`config.mk`:
```
export PLATFORM = sky130hd
export DESIGN_NAME = irq_vec_ctrl
export DESIGN_NICKNAME = d
export VERILOG_FILES = /design/src/rtl/irq_vec_pkg.sv /design/src/rtl/irq_edge_sync.sv /design/src/rtl/irq_flag_bank.sv /design/src/rtl/irq_prio_sel.sv /design/src/rtl/irq_vec_ctrl.sv
export SDC_FILE = /design/constraint.sdc
export NUM_CORES = 1
export LEC_CHECK = 0
export ABC_AREA = 1
export BUFFER_PORTS_ARGS = -buffer_cell sky130_fd_sc_hd__buf_2
export CAP_MARGIN = 20
export CORE_MARGIN = 2
export CORE_UTILIZATION = 30
export CTS_CLUSTER_DIAMETER = 150
export DETAILED_ROUTE_END_ITERATION = 12
export HOLD_SLACK_MARGIN = 0.1
export PLACE_DENSITY = 0.62
export SLEW_MARGIN = 20
export SYNTH_ARGS = -nofsm -noshare
export SYNTH_HDL_FRONTEND = slang
export SYNTH_SLANG_ARGS = --single-unit
```
`constraint.sdc`:
```
create_clock -name clk -period 1.5 [get_ports clk]
set_input_delay 0.225 -clock clk [delete_from_list [all_inputs] [get_ports clk]]
set_output_delay 0.225 -clock clk [all_outputs]
set_load 0.005 [all_outputs]
```
`src/rtl/irq_vec_pkg.sv`:
```
package irq_vec_pkg;
    localparam int N_EXT = 2;
    localparam int N_TMR = 4;
    localparam int N_SRC = N_EXT + N_TMR + 1;
    localparam int IDX_W = $clog2(N_SRC + 1);
    localparam int REG_W = 4;
    localparam int HI_W  = N_SRC - REG_W;

    typedef logic [IDX_W-1:0] src_idx_t;

    typedef struct packed {
        logic             gie;
        logic [REG_W-1:0] en_lo;
        logic [HI_W-1:0]  en_hi;
        logic             req;
        src_idx_t         sel;
    } ctl_state_t;
endpackage

```
`src/rtl/irq_edge_sync.sv`:
```
module irq_edge_sync #(
    parameter int N_PIN  = 2,
    parameter int STAGES = 2
) (
    input  logic             clk,
    input  logic             rst_n,
    input  logic [N_PIN-1:0] pin,
    output logic [N_PIN-1:0] evt
);
    for (genvar g = 0; g < N_PIN; g++) begin : g_pin
        // sh_q[STAGES-1] is the synchronized level, sh_q[STAGES] its previous value
        logic [STAGES:0] sh_q;
        always_ff @(posedge clk) begin
            if (!rst_n) sh_q <= '0;
            else        sh_q <= {sh_q[STAGES-1:0], pin[g]};
        end
        assign evt[g] = sh_q[STAGES] ^ sh_q[STAGES-1];
    end
endmodule

```
`src/rtl/irq_flag_bank.sv`:
```
module irq_flag_bank #(
    parameter int N = 7
) (
    input  logic         clk,
    input  logic         rst_n,
    input  logic [N-1:0] set_i,
    input  logic [N-1:0] clr_i,
    output logic [N-1:0] flag_o
);
    for (genvar g = 0; g < N; g++) begin : g_flag
        logic f_q;
        logic f_d;
        // an event in the same cycle as a clear keeps the flag set
        assign f_d = set_i[g] | (f_q & ~clr_i[g]);
        always_ff @(posedge clk) begin
            if (!rst_n) f_q <= 1'b0;
            else        f_q <= f_d;
        end
        assign flag_o[g] = f_q;
    end
endmodule

```
`src/rtl/irq_prio_sel.sv`:
```
module irq_prio_sel #(
    parameter int N     = 7,
    parameter int IDX_W = 3
) (
    input  logic [N-1:0]     cand,
    output logic             any,
    output logic [IDX_W-1:0] idx
);
    always_comb begin
        any = |cand;
        idx = '0;
        // lowest index has the highest priority
        for (int i = N - 1; i >= 0; i--) begin
            if (cand[i]) idx = i[IDX_W-1:0];
        end
    end
endmodule

```
`src/rtl/irq_vec_ctrl.sv`:
```
module irq_vec_ctrl
    import irq_vec_pkg::*;
#(
    parameter int          ADDR_W      = 8,
    parameter int unsigned VEC_BASE    = 'h80,
    parameter int unsigned VEC_STEP    = 2,
    parameter int          SYNC_STAGES = 2
) (
    input  logic              clk,
    input  logic              rst_n,
    input  logic [N_EXT-1:0]  ext_pin,
    input  logic [N_TMR-1:0]  tmr_uf,
    input  logic              adc_done,
    input  logic              en_wr_lo,
    input  logic              en_wr_hi,
    input  logic [REG_W-1:0]  en_wdata,
    input  logic              gie_set,
    input  logic              gie_clr,
    input  logic              irq_ack,
    input  logic              skip_req,
    input  logic [IDX_W-1:0]  skip_src,
    output logic              skip_hit,
    output logic              irq_req,
    output logic [ADDR_W-1:0] irq_vec
);
    ctl_state_t st_q, st_d;

    logic [N_EXT-1:0] ext_evt;
    logic [N_SRC-1:0] evt, flag_q, clr, en_all, elig, skip_oh, ack_oh;
    logic             win_any;
    src_idx_t         win_idx;

    irq_edge_sync #(.N_PIN(N_EXT), .STAGES(SYNC_STAGES)) u_sync (
        .clk(clk), .rst_n(rst_n), .pin(ext_pin), .evt(ext_evt)
    );

    // source order: ext0, ext1, timer1..timer4, A/D
    assign evt    = {adc_done, tmr_uf, ext_evt};
    assign en_all = {st_q.en_hi, st_q.en_lo};

    assign skip_oh = (skip_req && (32'(skip_src) < N_SRC))
                     ? (N_SRC'(1) << skip_src) : '0;
    assign ack_oh  = (irq_ack && st_q.req) ? (N_SRC'(1) << st_q.sel) : '0;
    assign clr     = (skip_oh & ~en_all) | ack_oh;

    irq_flag_bank #(.N(N_SRC)) u_flags (
        .clk(clk), .rst_n(rst_n), .set_i(evt), .clr_i(clr), .flag_o(flag_q)
    );

    assign elig = flag_q & en_all & {N_SRC{st_q.gie}};

    irq_prio_sel #(.N(N_SRC), .IDX_W(IDX_W)) u_prio (
        .cand(elig), .any(win_any), .idx(win_idx)
    );

    always_comb begin
        st_d = st_q;
        if (en_wr_lo) st_d.en_lo = en_wdata;
        if (en_wr_hi) st_d.en_hi = en_wdata[HI_W-1:0];
        if (gie_set)  st_d.gie = 1'b1;
        if (gie_clr)  st_d.gie = 1'b0;
        if (st_q.req) begin
            if (irq_ack) begin
                st_d.req = 1'b0;
                st_d.gie = 1'b0;
            end
        end else if (win_any) begin
            st_d.req = 1'b1;
            st_d.sel = win_idx;
        end
    end

    always_ff @(posedge clk) begin
        if (!rst_n) st_q <= '0;
        else        st_q <= st_d;
    end

    assign skip_hit = |(skip_oh & ~en_all & flag_q);
    assign irq_req  = st_q.req;
    assign irq_vec  = ADDR_W'(VEC_BASE + VEC_STEP * 32'(st_q.sel));
endmodule

```
**Word-level counts from Yosys, hierarchy flattened**

Cells that the tools add are included.

- Flip-flop bits (word level): 25
- Bits in latches: 0
- RAM bits: 0
- Bits in read-only memories: 0
- Input port bits: 22
- Output and inout port bits: 10
- Word-level logic and storage cells: 69
- Memories kept: 0

- Add/subtract/negate cells: 1
- $mul: 0
- Divide/modulo/power cells: 0
- $lt $le $gt $ge: 1
- Equality and inequality tests: 0
- Shift-type cells: 2
- Mux-type cells: 16
- Bitwise logic cells: 30
- Reductions and logical operators: 5

Operators with widths:

| operator | count |
|---|---|
| AND 7 bit | 4 |
| two-way mux 3 bit | 7 |
| two-way mux 7 bit | 2 |
| OR reduction 7 bit | 2 |
| left shift 1 x 3 -> 7 bit (first input constant) | 2 |
| adder 8 x 4 -> 8 bit (first input constant) | 1 |
| inverter 1 bit | 8 |
| AND 1 bit | 7 |
| inverter 7 bit | 1 |
| OR 1 bit | 7 |
| OR 7 bit | 1 |
| two-way mux 1 bit | 6 |
| two-way mux 4 bit | 1 |
| < comparator 3 bit (second input constant) | 1 |
| logical AND 1 bit | 2 |
| AND reduction 2 bit | 1 |
| bitwise XOR 1 bit | 2 |

**Longest topological paths before layout**

Gate-level depths: netlist (run 1).

- Depth in word-level cells: 11
- Mapped depth: 9
- Gate-level depth less buffers: 8

**Hierarchy**

From an unflattened synthesis (run 1), not the netlist that was laid out.

- Cell total of the unflattened synthesis: 224
- Area, all modules: 1432.6 µm²

By module, submodules not included:

| module | times used | cells an instance | area each (µm²) | sequential area each (µm²) |
|---|---|---|---|---|
| irq_vec_ctrl | 1 | 135 | 802.0 | 240.2 |
| irq_flag_bank | 1 | 43 | 336.6 | 140.1 |
| irq_edge_sync | 1 | 28 | 202.7 | 120.1 |
| irq_prio_sel | 1 | 18 | 91.3 | 0.0 |

**Worst setup path before layout (run 1)**

No wires, ideal clock.

- Kind: register -> register
- Start point: register st_q[11] (netlist bit)
- End point: register st_q[1] (netlist bit)
- Library setup time: 119 ps
- Data arrival time: 939 ps
- Data required time: 1381 ps
- Setup slack: 442 ps
- Cell stages (with the launch flop): 10
- Path buffers: 1
- Period minus slack after synthesis: 1058 ps
- Cell sequence: dfxtp_1 buf_6 nand3_2 nand2_2 nor2_4 nand2_2 nand2_2 nand2_1 nand2_1 nor2_2

- Longest elaborated chain between the ends: 8
- Elaborated cells between the ends (all ways): 10
- Those cells by class: mux: 7; bitwise: 1; reduce/logical: 2

Ends and longest elaborated chain:

| element | RTL line | text |
|---|---|---|
| from (decl) | irq_vec_ctrl.sv:26 | `ctl_state_t st_q, st_d;` |
| from (signal assigned) | irq_vec_ctrl.sv:75 | `else st_q <= st_d;` |
| AND 7 bit (*) | irq_vec_ctrl.sv:50 | `assign elig = flag_q & en_all & {N_SRC{st_q.gie}};` |
| two-way mux 3 bit (7 in series) | irq_prio_sel.sv:14 | `if (cand[i]) idx = i[IDX_W-1:0];` |

Mark *: on every way between the ends. The rest lies on a longest branch, timed or not.
A chain may end at the register's enable or synchronous reset.

**Final worst setup path (run 1)**

- Start point: register st_q, in the netlist en_all[3]
- End point: output skip_hit

- Longest elaborated chain between the ends: 4

Ends and longest elaborated chain:

| element | RTL line | text |
|---|---|---|
| inverter 7 bit | irq_vec_ctrl.sv:78 | `assign skip_hit = \|(skip_oh & ~en_all & flag_q);` |
| AND 7 bit (2 in series) | irq_vec_ctrl.sv:78 |  |
| OR reduction 7 bit | irq_vec_ctrl.sv:78 |  |
| to (decl) | irq_vec_ctrl.sv:22 | `output logic skip_hit,` |

Every way passes these cells.

==> metrics.txt, run 1 <==
first-pass GRT wire length=~4600 µm; RSZ-0062 raised after global routing=false; Synth Area in XOR/XNOR=0.0136; max_cap viols=0; WL/cell=between 10 and 15 µm; f_max=between 0.6 and 0.7 GHz; P per Cell Area=879 nW/µm²; Layout fillers=443; DIE AREA=between 4000 and 5000 µm²; Horiz. Die Dim=~70 µm; IO Pins=32; ranking of synthesized cells by area=dfxtp_1, nand2_1, nor2_1; vias=around 1200; end point of the critical path=skip_hit; peak supply drop=~0.44 mV; Final Hold Vio Count=0; Die Ht=69.6 µm; area share of and/or/nand/nor cells after synthesis=0.354; WS Path Type=reg2out; area share of fa/ha/maj cells after synthesis=0; DR vias/cell=4.51; Detailed Route WL=2710 µm; reg-to-reg slack, setup=0.23 ns; commonest cells in the netlist=nand2_1, nor2_1, inv_1; starting density of the core=0.318; number of synthesized flops with an enable pin=0; fin. max-slew vios=0; Worst R2R End=st_q[0]$_SDFFE_PN0P_; post-synthesis mux area share=0; largest family of logic cells by synthesized area=simple AND/OR/NAND/NOR gates; Synth area leader=dfxtp_1; yosys synthesis warning count=0; post-route ant nets=0; commonest register cell after synthesis=dfxtp_1; CTS Buf Count=3; initial antenna violation count=0; Bufs on Longest Clock Path=2; clk_skew=roughly 0.0054 ns; multi-input logic area=around 620 µm²; Avg Inst Size Synth=slightly below 7 µm²; Min Hold Slack=0.131 ns; Seq/Total Area, Yosys=0.388; CP arrival=1.21 ns; fin area=between 1000 and 1500 µm²; GRT Util Overall=0.119; pin count of the biggest net entering global routing=18; crit path cell chain=nor2_1 > nand3_1 > o21ai_1 > nor2_1 > nand3b_1 > buf_2; # DRC=0; FF+latch area=about 500 µm²; H-tree lvl count=1; initial DRC count=30; CP Depth=6; CP delay by family, top=flip-flops; grt ovf=0; Distinct cells, synth=20; area post-placement=about 1400 µm²; PnR Total Power=~1.3 mW; Worst setup SP type=flip-flop; Nets=~240; max incr delay on CP=approximately 0.35 ns; fin crit share=0.955; critical path launch point=en_all[3]$_SDFFE_PN0P_; Setup violations, final=0; Cells after DPL=about 260; RR Startpoint=st_q[11]$_SDFF_PN0_; most frequent CP cell=nor2_1; 1st-pass router iterations=4; post-route minimum period=1.43 ns; post-synthesis cell area=between 1000 and 1500 µm²; CTS Sinks=25; most common cell in the netlist=nand2_1; Buf/Inv on CP=1; Placeable Area=between 4000 and 5000 µm²; layout cells sized above 1=0.245; Synth Area in Compound Gates=0.0970; Hold Crit Class=in2reg; vias in the first global route=1025; async set-reset flop share out of synthesis=0; Worst setup EP type=output pin; Final Util=0.367; row count=23; FF+latch count, synth=25; top-area cell type share of the netlist area=0.388; Post-Synthesis Cells=roughly 190; Layout Cells excl Fill=262; ant diodes=0; CTS tree=done; LEAKAGE=between 0.7 and 0.8 nW; Worst-path clk slew=about 0.080 ns; Worst R2R Path Depth=7; outcome=completed; maximum net fanout on the critical path=3; clock root buffer=clkbuf_8; CP max-delay cell=dfxtp_2; final setup margin=roughly 0.068 ns; area grow syn2layout=15.4%; IO Port Bufs=26; RD Place Congestion=about 0.83; Post-DP HPWL=between 2000 and 2500 µm; setup_tns=0 ns; CP Data Required Time=~1.3 ns; Clock Latency Late Sink=around 0.27 ns; dpl ws=around 0.19 ns
## worst min-delay path by stage
stage	from	endpoint	slack, ns	cells after the start
final	ext_pin[0]	u_sync.g_pin[0].sh_q[0]$_SDFF_PN0_	0.13	3
after floorplan	gie_clr	st_q[11]$_SDFF_PN0_	0.30	1
after CTS	gie_clr	st_q[11]$_SDFF_PN0_	0.11	2
after global placement	u_sync.g_pin[1].sh_q[0]$_SDFF_PN0_	u_sync.g_pin[1].sh_q[1]$_SDFF_PN0_	0.39	2
after global routing	ext_pin[0]	u_sync.g_pin[0].sh_q[0]$_SDFF_PN0_	0.14	3
after detailed placement	gie_clr	st_q[11]$_SDFF_PN0_	0.40	2
## layout by cell type (no fill, tap or decap), drive strengths merged, types with 2 or more instances in the layout
cell / count
nand2: 39
nor2: 36
buf: 28
inv: 26
dfxtp: 25
nand3: 19
o21ai: 12
a21oi: 8
conb: 5
a31oi: 4
clkbuf: 3
xnor2: 2
nor3: 2
## routing by layer
layer  up-vias  global-route usage  part of all wire  wire length (µm)
li1        620                   -                 -                 -
met1       525               0.159              0.51              1380
met2        32               0.183              0.42              1140
met3         5              0.0363             0.054               146
met4         0              0.0392             0.015                41
met5         -                   0                 0                 0
## tightest hold or removal path, stage by stage
cell	delay [ns]
buf_2	0.07
nand2_1	0.04
inv_1	0.04
## layout make-up
class                   count  area share
multi-input cells         128       0.418
flip-flops and latches     25       0.339
repair buffers             29       0.104
inverters                  26      0.0655
well taps                  50      0.0420
clock buffers               3      0.0277
clock inverters             1     0.00336
## registers in the layout, indices dropped and copies added (netlist names)
signal,cells
en_all,7
u_flags.g_flag.f_q,7
u_sync.g_pin.sh_q,6
st_q,4
irq_req,1
## what timing repair did
item / 4_1_cts / 5_1_grt
hold buffers: 0 / 1
buffers inserted: 0 / 1
pin swaps: 0 / 1
resized for setup: 2 / 3
endpoints found under the setup margin: 1 / 1
cloned: 0 / 0
hold endpoints to repair: 0 / 1
## report_power, final
| group | switching [mW] | internal (mW) | total [mW] |
|---|---|---|---|
| clock network | 0.211 | 0.186 | 0.397 |
| registers | 0.0411 | 0.705 | 0.746 |
| logic | 0.0949 | 0.0710 | 0.166 |
## kinds of logic after synthesis
group                     after synthesis
DFF                                    25
and+or+nand+nor                        97
buffers and inverters                  36
other                                   2
xor gates and xnor gates                2
AOI/OAI and AO/OA                      24
No activity file was read; power rests on OpenSTA's default activity.
==> run 2: changes to the inputs <==
ABC_AREA = 0   (was 1)
==> run 2 against run 1 <==
Effect of this change:
- the flow now finishes with violations (negative setup slack)
- combinational power up 7%
- critical path depth is 1 lower
- via count shrank 11%
- final cell count shrank 19%
- clock skew shrank 0.0032 ns
- global-route usage grew 1.3 points
- area after synthesis is 7.7% lower
- utilization grew 3.0 points
- clock-buffer cell count did not move
- design area hardly changed
- synthesized cell count shrank 29%
- routed wire length grew 2.0%
==> metrics.txt, run 2 <==
CP max-delay cell=or3b_1; Worst-path clk slew=0.08 ns (about the same); CTS Buf Count=3 (unchanged); clock root buffer=clkbuf_8; outcome=finished, violations left; initial DRC count=39 (+30%); Cells after DPL=207 (-19%); starting density of the core=0.318 (about the same); ranking of synthesized cells by area=dfxtp_1, mux2i_1, buf_4; Detailed Route WL=2760 µm (+2.0%); final setup margin=-0.203 ns (-0.271 ns); pin count of the biggest net entering global routing=19 (+1); Post-Synthesis Cells=132 (-29%); layout cells sized above 1=0.352 (+0.106); multi-input logic area=644 µm² (+3.4%); f_max=0.587 GHz (-16%); CP Data Required Time=1.27 ns (about the same); RD Place Congestion=0.783 (-5.4%); Setup violations, final=1 (+1); IO Pins=32 (unchanged); Horiz. Die Dim=67.0 µm (-3.7%); fin crit share=1.14 (+0.181); largest family of logic cells by synthesized area=simple AND/OR/NAND/NOR gates; Avg Inst Size Synth=9.02 µm² (+30%); peak supply drop=0.701 mV (+58%); fin. max-slew vios=0 (unchanged); most common cell after layout, fill and taps aside=buf_2; area grow syn2layout=24.9%; RSZ-0062 raised after global routing=true; max_cap viols=0 (unchanged); WL/cell=13.0 µm (+25%); post-synthesis cell area=1190 µm² (-7.7%); P per Cell Area=872 nW/µm² (-0.83%); post-route ant nets=0 (unchanged); maximum net fanout on the critical path=3 (unchanged); Final Hold Vio Count=0 (unchanged); most frequent cells in the layout=buf_2, dfxtp_1, nor2_1, nand2_1, buf_4; post-route minimum period=1.70 ns (+0.271 ns); hold-critical path depth=2 (-1); grt ovf=0 (unchanged); failing checks=negative setup slack; vias in the first global route=997 (-2.7%); Distinct cells, synth=43 (+110%); WS Path Type=reg2out; Synth Area in Compound Gates=0.166 (+0.0690); dpl ws=-0.0810 ns (-0.272 ns); Min Hold Slack=0.126 ns (-0.00538 ns); LEAKAGE=0.626 nW (-14%); Layout Cells excl Fill=213 (-19%); # DRC=0 (unchanged); Synth area leader=dfxtp_1; max incr delay on CP=0.36 ns (about the same); row count=22 (-4.3%); top-area cell type share of the netlist area=0.420 (+0.0322); commonest cells in the netlist=dfxtp_1, nor2_1, nand2_1; Nets=188 (-20%); 1st-pass router iterations=4 (unchanged); H-tree lvl count=1 (unchanged); first-pass GRT wire length=4450 µm (-3.6%); IO Port Bufs=26 (unchanged); Layout fillers=393 (-11%); Placeable Area=3740 µm² (-7.7%); CP delay by family, top=simple AND/OR/NAND/NOR gates; CTS tree=done; # hold bufs at CTS=0 (unchanged); Worst setup SP type=flip-flop; Seq/Total Area, Yosys=0.420 (+0.0322); commonest register cell after synthesis=dfxtp_1; ant diodes=0 (unchanged); Clock Latency Late Sink=0.27 ns (about the same); Hold Crit Class=in2reg; crit path cell chain=or3b_1 > a211oi_2 > a21oi_2 > nand3_2 > buf_2; vias=1057 (-11%); GRT Util Overall=0.132 (+0.0127); FF+latch area=505 µm² (+0.25%); initial antenna violation count=0 (unchanged); CP arrival=1.48 ns (+0.27 ns); Buf/Inv on CP=1 (unchanged); CTS Sinks=25 (unchanged); Bufs on Longest Clock Path=2 (unchanged); number of synthesized flops with an enable pin=0 (unchanged); Worst R2R Path Depth=5 (-2); CP Depth=5 (-1); Synth Area in XOR/XNOR=0.0147 (+0.00113); clk_skew=0.00224 ns (-0.00319 ns); Post-DP HPWL=2060 µm (-6.9%); yosys synthesis warning count=0 (unchanged); post-synthesis mux area share=0.0588 (+0.0588); FF+latch count, synth=25 (unchanged); Die Ht=67.0 µm (-3.7%); area share of and/or/nand/nor cells after synthesis=0.258 (-0.0956); area share of fa/ha/maj cells after synthesis=0 (unchanged); most common cell in the netlist=dfxtp_1; Worst setup EP type=output pin; async set-reset flop share out of synthesis=0 (unchanged); DIE AREA=4490 µm² (-7.2%); DR vias/cell=4.96 (+10%)
run 2: layout make-up:
type / instances / share of cell area
repair buffers: 36 / 0.140
clock buffers: 3 / 0.0278
well taps: 48 / 0.0404
clock inverters: 1 / 0.00336
multi-input cells: 94 / 0.433
inverters: 6 / 0.0151
flip-flops and latches: 25 / 0.340
run 2: where the power goes:
group / internal (mW) / leakage (nW) / switching, mW
clock: 0.186 / 0.0255 / 0.205
combinational: 0.0911 / 0.393 / 0.0864
sequential: 0.699 / 0.207 / 0.0304
run 2: cell families after synthesis:
| family | count (synthesis) |
|---|---|
| AOI/OAI and AO/OA | 26 |
| xor gates and xnor gates | 2 |
| buffers and inverters | 16 |
| DFF | 25 |
| muxes | 7 |
| other | 2 |
| and+or+nand+nor | 54 |
run 2: routing by layer:
layer  part of all wire  vias to the layer above  wire length, µm  track usage
met4             0.0098                        0               27       0.0383
met1               0.45                      491             1260        0.167
li1                   -                      525                -            -
met5                  0                        -                0            0
met2               0.45                       37             1260        0.208
met3              0.080                        4              220       0.0490
run 2: metrics by stage:
stage / area, µm² / setup TNS, ns / power, mW / utilization
after floorplan: 1200 / 0 / 0.833 / -
after global placement: 1390 / -0.0384 / 0.900 / 0.370
after detailed placement: 1390 / -0.0810 / 0.904 / 0.370
after CTS: 1460 / -0.197 / 1.30 / 0.390
after global routing: 1490 / -0.485 / 1.37 / 0.397
final: 1490 / -0.203 / 1.30 / 0.397
run 2: path summary, 6_finish.rpt:
check                                            end                               start  slack, ns
hold reg to reg   u_sync.g_pin[1].sh_q[1]$_SDFF_PN0_  u_sync.g_pin[1].sh_q[0]$_SDFF_PN0_       0.44
setup reg to reg                st_q[1]$_SDFFE_PN0P_              en_all[4]$_SDFFE_PN0P_          0
hold / removal                   st_q[11]$_SDFF_PN0_                             gie_clr       0.13
setup / recovery                            skip_hit              en_all[4]$_SDFFE_PN0P_      -0.20
run 2: what timing repair did:
item | CTS | global route
pin swaps | 5 | 7
endpoints found under the hold margin | 0 | 0
gates resized for setup | 6 | 6
endpoints found under the setup margin | 2 | 4
setup buffers | 1 | 1
run 2: worst register-to-register path: stages (launching register included):
cell	delay, ns
dfxtp_2	0.34
buf_6	0.12
a222oi_1	0.41
a31oi_2	0.25
nand2b_4	0.20
a21oi_2	0.11
==> run 3: changes to the inputs <==
==> constraint.sdc (replaced) <==
create_clock -name clk -period 1.5 [get_ports clk]
set_input_delay 0.15 -clock clk [delete_from_list [all_inputs] [get_ports clk]]
set_output_delay 0.15 -clock clk [all_outputs]
set_load 0.005 [all_outputs]
==> run 3 against run 2 <==
Effect of this change:
- the flow still finishes with violations (negative setup slack)
- clock power increased by 9.0%
- global-route usage rose by 0.63 points
- worst setup slack better by 0.072 ns
- utilization rose by 0.47 points
- hold slack worse by 0.017 ns
- clock skew rose by 0.0039 ns
- register-to-register slack improved by 0.07 ns
- die area is the same
- routed wire length up 1.4%
- critical path type unchanged
- largest power group unchanged
- highest routed layer unchanged
==> metrics.txt, run 3 (synthesis results as in run 2) <==
outcome=finished, violations left; failing checks=negative setup slack; Worst-path clk slew=0.09 ns (about the same); maximum net fanout on the critical path=2 (-1); area grow syn2layout=26.4%; switch share=0.259 (+0.0117); Reg power frac=0.548 (-0.014); starting density of the core=0.318 (unchanged); clk_skew=0.00609 ns (+0.00386 ns); IO Port Bufs=26 (unchanged); max_cap viols=0 (unchanged); area post-placement=1340 µm² (-3.3%); GRT Util Overall=0.138 (+0.00634); DIE AREA=4490 µm² (unchanged); post-route ant nets=0 (unchanged); WL/cell=13.1 µm (+0.94%); Layout fillers=408 (+3.8%); post-route minimum period=1.63 ns (-0.0718 ns); Post-DP HPWL=2090 µm (+1.5%); ant diodes=0 (unchanged); CP max-delay cell=or4b_4; CTS Sinks=25 (unchanged); max incr delay on CP=0.49 ns (+0.13 ns); fin crit share=1.09 (-0.0478); WS Path Type=reg2out; fin. max-slew vios=0 (unchanged); CP delay by family, top=simple AND/OR/NAND/NOR gates; Worst setup SP type=flip-flop; vias in the first global route=1023 (+2.6%); RSZ-0062 raised after global routing=true; Clock Latency Late Sink=0.28 ns (about the same); initial DRC count=54 (+38%); Switch Pwr=0.346 mW (+7.5%); grt ovf=0 (unchanged); crit path cell chain=or4b_4 > o2bb2a_4 > nand3_2 > buf_2; RD Place Congestion=0.857 (+9.4%); clock root buffer=clkbuf_8; row count=22 (unchanged); Hold Crit Class=in2reg; P per Cell Area=885 nW/µm² (+1.5%); peak supply drop=0.664 mV (-5.4%); Buf/Inv on CP=1 (unchanged); CP arrival=1.48 ns (about the same); CP Data Required Time=1.35 ns (+0.08 ns); vias=1063 (+0.57%); Cells after DPL=201 (-2.9%); Bufs on Longest Clock Path=2 (unchanged); # DRC=0 (unchanged); DR vias/cell=4.97 (about the same); most common cell after layout, fill and taps aside=buf_2; IO Pins=32 (unchanged); layout cells sized above 1=0.301 (-0.0503); pin count of the biggest net entering global routing=19 (unchanged); fin area=1510 µm² (+1.2%); Layout Cells excl Fill=214 (+0.47%); 1st-pass router iterations=4 (unchanged); Worst setup EP type=output pin; Detailed Route WL=2800 µm (+1.4%); internal power=0.986 mW (+1.1%); f_max=0.613 GHz (+4.4%); Clk pwr share=0.319 (+0.018); first-pass GRT wire length=4600 µm (+3.4%); Setup violations, final=1 (unchanged); Placeable Area=3740 µm² (unchanged); initial antenna violation count=0 (unchanged); Horiz. Die Dim=67.0 µm (unchanged); Nets=189 (+0.53%); CTS tree=done; Final Hold Vio Count=0 (unchanged); Comb pwr share=0.132 (-0.005); CTS Buf Count=3 (unchanged); H-tree lvl count=1 (unchanged); final setup margin=-0.131 ns (+0.0718 ns); LEAKAGE=0.626 nW (about the same); Die Ht=67.0 µm (unchanged); most frequent cells in the layout=buf_2, dfxtp_1, nor2_1, nand2_1
[run 3: repair_timing]
action                     4_1_cts  5_1_grt
setup endpoints to repair        1        4
hold endpoints to repair         7        0
pin swaps                        4        0
gates resized for setup          7        2
hold buffers                     7        0
setup buffers                    2        0
[run 3: final cells by class]
| class | instances | area [µm²] | area share |
|---|---|---|---|
| Multi-Input combinational cell | 94 | 637 | 0.423 |
| Sequential cell | 25 | 505 | 0.336 |
| Timing Repair Buffer | 37 | 230 | 0.153 |
| Tap cell | 48 | 60.1 | 0.0399 |
| Clock buffer | 3 | 41.3 | 0.0274 |
| Inverter | 6 | 22.5 | 0.0150 |
| Clock inverter | 1 | 8.76 | 0.00582 |
[run 3: layer usage]
layer,vias to the layer above,global-route usage,wire length (µm)
li1,527,-,-
met1,500,0.167,1240
met2,31,0.228,1380
met3,5,0.0473,147
met4,0,0.0459,34
met5,-,0,0
[run 3: stage by stage]
step | power, mW | TNS [ns] | hold WS, ns | worst slack, ns | utilization
detailed placement | 0.893 | 0 | 0.334 | 0.0795 | 0.358
global route | 1.41 | -0.257 | 0.115 | -0.222 | 0.402
global placement | 0.889 | 0 | 0.327 | 0.0815 | 0.358
floorplan | 0.833 | 0 | 0.240 | 0.218 | -
finish | 1.33 | -0.131 | 0.109 | -0.131 | 0.402
CTS | 1.35 | -0.145 | 0.103 | -0.145 | 0.399
[run 3: power by group through the flow]
stage                     clock network (mW)  registers, mW  logic (mW)
after floorplan                            0          0.737      0.0963
after global placement                     0          0.742       0.146
after detailed placement                   0          0.744       0.149
after CTS                              0.446          0.729       0.173
after global routing                   0.478          0.735       0.198
final                                  0.425          0.730       0.176
[run 3: path summary, 6_finish.rpt]
kind / from / end / slack, ns / cells past startpoint
max: en_all[3]$_SDFFE_PN0P_ / skip_hit / -0.13 / 4
min: tmr_uf[2] / u_flags.g_flag[4].f_q$_SDFF_PN0_ / 0.11 / 3
max reg2reg: u_flags.g_flag[5].f_q$_SDFF_PN0_ / st_q[1]$_SDFFE_PN0P_ / 0.07 / 4
min reg2reg: u_sync.g_pin[1].sh_q[0]$_SDFF_PN0_ / u_sync.g_pin[1].sh_q[1]$_SDFF_PN0_ / 0.44 / 1
[run 3: tightest hold or removal path, stage by stage]
cell	delay, ns
buf_2	0.08
a31oi_1	0.03
nor2_1	0.08
